==> config.mk <==
export PLATFORM = sky130hd
export DESIGN_NAME = pt_walker
export DESIGN_NICKNAME = d
export VERILOG_FILES = /design/src/rtl/ptw_pkg.sv /design/src/rtl/ptw_addr_gen.sv /design/src/rtl/ptw_entry_eval.sv /design/src/rtl/ptw_ctrl.sv /design/src/rtl/pt_walker.sv
export SDC_FILE = /design/constraint.sdc
export NUM_CORES = 1
export LEC_CHECK = 0
export BUFFER_PORTS_ARGS = -buffer_cell sky130_fd_sc_hd__buf_4
export CAP_MARGIN = 25
export CORE_MARGIN = 8
export CORE_UTILIZATION = 45
export CTS_BUF_LIST = sky130_fd_sc_hd__clkbuf_2 sky130_fd_sc_hd__clkbuf_4 sky130_fd_sc_hd__clkbuf_8
export DETAILED_ROUTE_END_ITERATION = 10
export GPL_TIMING_DRIVEN = 0
export PLACE_DENSITY = 0.77
export SYNTH_ARGS = -nofsm -noshare
export SYNTH_HDL_FRONTEND = slang
export SYNTH_SLANG_ARGS = --single-unit
export TNS_END_PERCENT = 20
==> constraint.sdc <==
create_clock -name clk -period 4 [get_ports clk]
set_input_delay 0.4 -clock clk [delete_from_list [all_inputs] [get_ports clk]]
set_output_delay 0.4 -clock clk [all_outputs]
set_load 0.005 [all_outputs]
==> src/rtl/ptw_pkg.sv <==
package ptw_pkg;
    localparam int VA_W    = 32;
    localparam int PA_W    = 32;
    localparam int IDX_W   = 10;
    localparam int OFF_W   = 12;
    localparam int ENT_B   = 4;
    localparam int FRAME_W = PA_W - OFF_W;
    localparam int ENT_SH  = $clog2(ENT_B);
    localparam int SPARE_W = OFF_W - 5;

    typedef struct packed {
        logic [IDX_W-1:0] dir;
        logic [IDX_W-1:0] tab;
        logic [OFF_W-1:0] off;
    } vaddr_t;

    typedef struct packed {
        logic [FRAME_W-1:0] frame;
        logic [SPARE_W-1:0] spare;
        logic               nocache;
        logic               dirty;
        logic               used;
        logic               rdonly;
        logic               valid;
    } pte_t;

    typedef enum logic [1:0] {
        FLT_NONE  = 2'd0,
        FLT_DIR   = 2'd1,
        FLT_LEAF  = 2'd2,
        FLT_WPROT = 2'd3
    } fault_e;

    typedef enum logic [2:0] {
        S_IDLE,
        S_DIR_REQ,
        S_DIR_WAIT,
        S_TAB_REQ,
        S_TAB_WAIT,
        S_DONE
    } walk_state_e;

    function automatic logic [PA_W-1:0] entry_addr(input logic [PA_W-1:0] base,
                                                   input logic [IDX_W-1:0] idx);
        return base + (PA_W'(idx) << ENT_SH);
    endfunction
endpackage

==> src/rtl/ptw_addr_gen.sv <==
module ptw_addr_gen
    import ptw_pkg::*;
(
    input  logic [PA_W-1:0]  tbl_base,
    input  logic [IDX_W-1:0] tbl_idx,
    output logic [PA_W-1:0]  ent_addr
);
    always_comb ent_addr = entry_addr(tbl_base, tbl_idx);
endmodule

==> src/rtl/ptw_entry_eval.sv <==
module ptw_entry_eval
    import ptw_pkg::*;
(
    input  logic [PA_W-1:0]    raw_entry,
    input  logic               at_leaf,
    input  logic               is_write,
    output fault_e             fault,
    output logic [FRAME_W-1:0] frame
);
    pte_t ent;

    always_comb begin
        ent   = pte_t'(raw_entry);
        frame = ent.frame;
        if (!ent.valid)
            fault = at_leaf ? FLT_LEAF : FLT_DIR;
        else if (at_leaf && is_write && ent.rdonly)
            fault = FLT_WPROT;
        else
            fault = FLT_NONE;
    end
endmodule

==> src/rtl/ptw_ctrl.sv <==
module ptw_ctrl
    import ptw_pkg::*;
(
    input  logic               clk,
    input  logic               rst,
    input  logic               req_valid,
    input  logic [VA_W-1:0]    req_vaddr,
    input  logic               req_write,
    input  logic [PA_W-1:0]    root_base,
    output logic               req_ready,
    output logic               mem_req_valid,
    input  logic               mem_req_ready,
    input  logic               mem_rsp_valid,
    input  fault_e             ent_fault,
    input  logic [FRAME_W-1:0] ent_frame,
    output logic               at_leaf,
    output logic               wr_q,
    output logic [PA_W-1:0]    walk_base,
    output logic [IDX_W-1:0]   walk_idx,
    output logic               rsp_valid,
    output logic [PA_W-1:0]    rsp_paddr,
    output fault_e             rsp_fault
);
    walk_state_e       state;
    vaddr_t            va_q;
    logic [PA_W-1:0]   base_q;
    logic [PA_W-1:0]   paddr_q;
    fault_e            fault_q;

    always_comb begin
        req_ready     = (state == S_IDLE);
        mem_req_valid = (state == S_DIR_REQ) || (state == S_TAB_REQ);
        at_leaf       = (state == S_TAB_REQ) || (state == S_TAB_WAIT);
        walk_base     = base_q;
        walk_idx      = at_leaf ? va_q.tab : va_q.dir;
        rsp_valid     = (state == S_DONE);
        rsp_paddr     = paddr_q;
        rsp_fault     = fault_q;
    end

    always_ff @(posedge clk) begin
        if (rst) begin
            state   <= S_IDLE;
            va_q    <= '0;
            wr_q    <= 1'b0;
            base_q  <= '0;
            paddr_q <= '0;
            fault_q <= FLT_NONE;
        end else begin
            unique case (state)
                S_IDLE: if (req_valid) begin
                    va_q    <= vaddr_t'(req_vaddr);
                    wr_q    <= req_write;
                    base_q  <= root_base;
                    paddr_q <= '0;
                    fault_q <= FLT_NONE;
                    state   <= S_DIR_REQ;
                end
                S_DIR_REQ: if (mem_req_ready) state <= S_DIR_WAIT;
                S_DIR_WAIT: if (mem_rsp_valid) begin
                    if (ent_fault != FLT_NONE) begin
                        fault_q <= ent_fault;
                        state   <= S_DONE;
                    end else begin
                        base_q  <= {ent_frame, {OFF_W{1'b0}}};
                        state   <= S_TAB_REQ;
                    end
                end
                S_TAB_REQ: if (mem_req_ready) state <= S_TAB_WAIT;
                S_TAB_WAIT: if (mem_rsp_valid) begin
                    fault_q <= ent_fault;
                    paddr_q <= (ent_fault == FLT_NONE) ? {ent_frame, va_q.off} : '0;
                    state   <= S_DONE;
                end
                S_DONE: state <= S_IDLE;
                default: state <= S_IDLE;
            endcase
        end
    end
endmodule

==> src/rtl/pt_walker.sv <==
module pt_walker
    import ptw_pkg::*;
(
    input  logic        clk,
    input  logic        rst,
    input  logic [31:0] root_base,
    input  logic        req_valid,
    output logic        req_ready,
    input  logic [31:0] req_vaddr,
    input  logic        req_write,
    output logic        rsp_valid,
    output logic [31:0] rsp_paddr,
    output logic [1:0]  rsp_fault,
    output logic        mem_req_valid,
    input  logic        mem_req_ready,
    output logic [31:0] mem_req_addr,
    input  logic        mem_rsp_valid,
    input  logic [31:0] mem_rsp_data
);
    logic               at_leaf;
    logic               wr_q;
    logic [PA_W-1:0]    walk_base;
    logic [IDX_W-1:0]   walk_idx;
    fault_e             ent_fault;
    fault_e             fault_out;
    logic [FRAME_W-1:0] ent_frame;

    ptw_ctrl u_ctrl (
        .clk           (clk),
        .rst           (rst),
        .req_valid     (req_valid),
        .req_vaddr     (req_vaddr),
        .req_write     (req_write),
        .root_base     (root_base),
        .req_ready     (req_ready),
        .mem_req_valid (mem_req_valid),
        .mem_req_ready (mem_req_ready),
        .mem_rsp_valid (mem_rsp_valid),
        .ent_fault     (ent_fault),
        .ent_frame     (ent_frame),
        .at_leaf       (at_leaf),
        .wr_q          (wr_q),
        .walk_base     (walk_base),
        .walk_idx      (walk_idx),
        .rsp_valid     (rsp_valid),
        .rsp_paddr     (rsp_paddr),
        .rsp_fault     (fault_out)
    );

    ptw_addr_gen u_addr (
        .tbl_base (walk_base),
        .tbl_idx  (walk_idx),
        .ent_addr (mem_req_addr)
    );

    ptw_entry_eval u_eval (
        .raw_entry (mem_rsp_data),
        .at_leaf   (at_leaf),
        .is_write  (wr_q),
        .fault     (ent_fault),
        .frame     (ent_frame)
    );

    assign rsp_fault = fault_out;
endmodule

==> results.py <==
metrics = {
    "synth": {
        "seq_area_frac_synth": 0.427,
        "netlist_instances": 562,
        "postSynthAreaPerCell_um2": 8.51,
        "synth_edf_count": 0,
        "ys_async_sr_fraction": 0,
        "ys_seq_elements": 102,
        "ys_types": 46,
        "synth.net_count": 675,
        "syn-cell-area_mm2": 0.00478,
        "ys_warn_count": 0,
        "synth_flop_cell": "dfxtp_1",
    },
    "sta": {
        "rsz0062_at_grt": "true",
        "skew_ps": 11.2,
        "slew_headroom": 0.537,
        "hold_viol": 0,
        "post-route-period-util": 0.972,
        "holdWs_ps": 273,
        "worst_slew_pin_slew_ps": 691,
        "min_period_ps": 3890,
        "max_freq_mhz": 257,
        "drv_slew": 0,
        "finalSetupViolCount": 0,
    },
    "critical_path": {
        "worst-r2r-cell-count": 5,
        "reg2reg_slack_ps": 1990,
        "crit_type": "flop to output port",
        "crit_arrival_ps": 3490,
        "critPathLaunchType": "flop",
        "worst_ep_required_time_ps": 3600,
        "reg2reg_to": "u_ctrl.walk_base[9]",
        "cp-startpoint": "u_ctrl.state[2]",
        "cp-end-kind": "output port",
        "r2r_start": "u_ctrl.state[0]",
        "crit_fanout": 10,
        "crit_path_end": "mem_req_addr[10]",
    },
    "grt": {
        "grt_pass1_wl_mm": 22.8,
        "grt_pass1_vias": 4766,
        "grt_max_degree": 19,
        "grt_use_total": 0.194,
        "grt_overflow": 0,
        "antenna_found_initial": 0,
    },
    "power_and_ir_drop": {
        "power_switching_mw": 0.664,
        "pwr-share-seq": 0.483,
        "switching_share": 0.284,
        "peakVddDrop_mv": 0.212,
        "pwr-share-comb": 0.206,
        "clkPwrFrac": 0.312,
        "p_int_mw": 1.67,
        "pwr_density_cell_mw_per_mm2": 360,
        "p_leak_nw": 2.81,
    },
    "floorplanning": {
        "die_x_um": 119,
        "die_y_um": 119,
        "fp.dieArea_mm2": 0.0142,
        "start_util": 0.463,
        "core-area_mm2": 0.0103,
        "row_count": 37,
        "io_pins": 171,
    },
    "detailed_routing": {
        "first_pass_iters": 5,
        "wl_per_cell_um": 16.5,
        "vias": 4622,
        "drtIter0Drc": 271,
        "ant_nets": 0,
        "drt_wl_total_mm": 14.5,
        "drc_errors": 0,
        "viasPerCell": 5.26,
    },
    "cells_and_area": {
        "area_growth_pct": 35.5,
        "layout-drive-gt1-share": 0.298,
        "layout.nets": 850,
        "antenna-diode-count": 0,
        "fill_cells": 873,
        "final_cells": 878,
    },
    "cts": {
        "clock-sinks": 102,
        "ctsRootBufferMaster": "clkbuf_8",
        "clkLatencyLatePin_ps": 360,
        "cts_buffers": 9,
        "cts_max_path_buffers": 2,
        "cts_max_level": 3,
        "path_clk_slew_ps": 100,
        "cts_tree": "done",
    },
    "place": {
        "place_hpwl_mm": 11.4,
        "port-buffer-count": 159,
        "place_congestion": 0.876,
        "place_inst": 857,
    },
    "run": {
        "maxCapViolCount": 0,
    },
    "run_status": {
        "status": "finished, final reports clean",
    },
    "hold_path": {
        "hold_path.class": "input pin to flop",
    },
}
[stage by stage]
step / TNS (ps) / total power [mW] / setup WS [ps] / utilization / area (um^2)
after global placement: -739 / 1.61 / -125 / 0.595 / 6150
after floorplan: 0 / 1.39 / 485 / - / 4780
final: 0 / 2.33 / 114 / 0.628 / 6480
after detailed placement: -1370 / 1.62 / -155 / 0.595 / 6150
after global routing: -53.4 / 2.44 / -53.4 / 0.628 / 6480
after CTS: 0 / 2.35 / 6.25 / 0.623 / 6430
[flip-flops by register name (all words and copies together), names as in the netlist]
| register | cells |
|---|---|
| u_ctrl.rsp_paddr | 32 |
| u_ctrl.va_q | 32 |
| u_ctrl.walk_base | 32 |
| u_ctrl.state | 3 |
| u_ctrl.rsp_fault | 2 |
| u_ctrl.wr_q | 1 |
[placed cells by master, fill, tap and decap left out, types with 3 or more instances in the layout]
cell type,netlist,final
dfxtp_1,102,99
inv_6,0,3
xor2_1,21,21
a22oi_1,44,44
nand3_1,6,6
inv_1,4,4
nor3_1,4,3
nor2_1,78,78
buf_4,2,166
ha_1,10,10
a21boi_0,4,4
xnor2_1,8,8
mux2i_1,23,23
mux2_2,10,10
buf_2,7,5
a21oi_1,57,56
a211oi_1,21,21
dfxtp_2,0,3
clkbuf_1,30,28
nor2b_1,6,4
clkbuf_8,0,9
nand2_1,87,86
[layer usage]
metal | vias up | share of wire | track usage
met3 | 10 | 0.074 | 0.0458
li1 | 2311 | - | -
met1 | 2145 | 0.42 | 0.225
met2 | 156 | 0.50 | 0.347
met5 | - | 0 | 0
met4 | 0 | 0.0073 | 0.0569
[logic make-up (layout without fill, tap and decap cells)]
group                    after synthesis  count (layout)  synth area share
AND/OR/NAND/NOR                      204             204             0.189
AO/OA/AOI/OAI                        140             140             0.191
flip-flops                           102             102             0.427
buffers and inverters                 43             223            0.0372
multiplexers                          33              33            0.0717
XOR/XNOR                              29              29            0.0531
adder cells (fa/ha/maj)               11              11            0.0304
[worst min path at each step]
stage | start | endpoint | slack [ps] | cells past startpoint
floorplan | u_ctrl.va_q[12] | u_ctrl.va_q[12] | 430 | 2
global placement | u_ctrl.va_q[17] | u_ctrl.va_q[17] | 440 | 2
detailed placement | u_ctrl.va_q[8] | u_ctrl.va_q[8] | 450 | 2
CTS | req_vaddr[13] | u_ctrl.va_q[13] | 260 | 3
global route | req_vaddr[19] | u_ctrl.va_q[19] | 260 | 3
finish | req_vaddr[13] | u_ctrl.va_q[13] | 270 | 3
[cell usage after synthesis (2+ instances only)]
| master | count | area, um^2 |
|---|---|---|
| a211oi_1 | 21 | 158 |
| a211oi_2 | 2 | 25.0 |
| a21boi_0 | 4 | 30.0 |
| a21oi_1 | 57 | 285 |
| a22oi_1 | 44 | 330 |
| and2_1 | 2 | 12.5 |
| and3_1 | 2 | 12.5 |
| buf_2 | 7 | 35.0 |
| buf_4 | 2 | 15.0 |
| clkbuf_1 | 30 | 113 |
| dfxtp_1 | 102 | 2040 |
| ha_1 | 10 | 125 |
| inv_1 | 4 | 15.0 |
| mux2_2 | 10 | 113 |
| mux2i_1 | 23 | 230 |
| nand2_1 | 87 | 327 |
| nand2b_1 | 3 | 18.8 |
| nand3_1 | 6 | 30.0 |
| nand3b_1 | 2 | 15.0 |
| nand4_1 | 2 | 12.5 |
| nor2_1 | 78 | 293 |
| nor2b_1 | 6 | 37.5 |
| nor3_1 | 4 | 20.0 |
| nor3b_1 | 2 | 15.0 |
| o21ai_0 | 3 | 15.0 |
| o21bai_1 | 2 | 15.0 |
| xnor2_1 | 8 | 70.1 |
| xor2_1 | 21 | 184 |
[power by group through the flow]
stage	clock network [mW]	logic [mW]	registers, mW
floorplan	0	0.257	1.14
global route	0.780	0.528	1.13
detailed placement	0	0.473	1.15
finish	0.727	0.480	1.13
global placement	0	0.461	1.14
CTS	0.745	0.480	1.12
[critical path: stages (launching register included)]
cell      delay [ps]
dfxtp_2          360
buf_6            150
nor2b_4          180
nand2b_4         100
nand2_4          130
mux2_2           360
ha_1             210
fa_1             420
a21oi_2          160
o21ai_1          150
a2111o_1         420
o311ai_0         110
xnor2_1          210
buf_4            160
[cell type report]
cell class              count  area (um^2)  share of cell area
multi-input cells         417         2620               0.404
flip-flops and latches    102         2050               0.316
repair buffers            164         1230               0.190
plain buffers              39          174              0.0268
well taps                 136          170              0.0263
clock buffers               9          124              0.0191
clock inverters             7          103              0.0158
inverters                   4         15.0             0.00232
[what timing repair did]
item | 4_1_cts | 5_1_grt
resized for setup | 10 | 12
setup buffers | 4 | 1
endpoints found under the setup margin | 24 | 22
pin swaps | 1 | 2
hold buffers | 0 | 0
No activity file was read; power rests on OpenSTA's default activity.
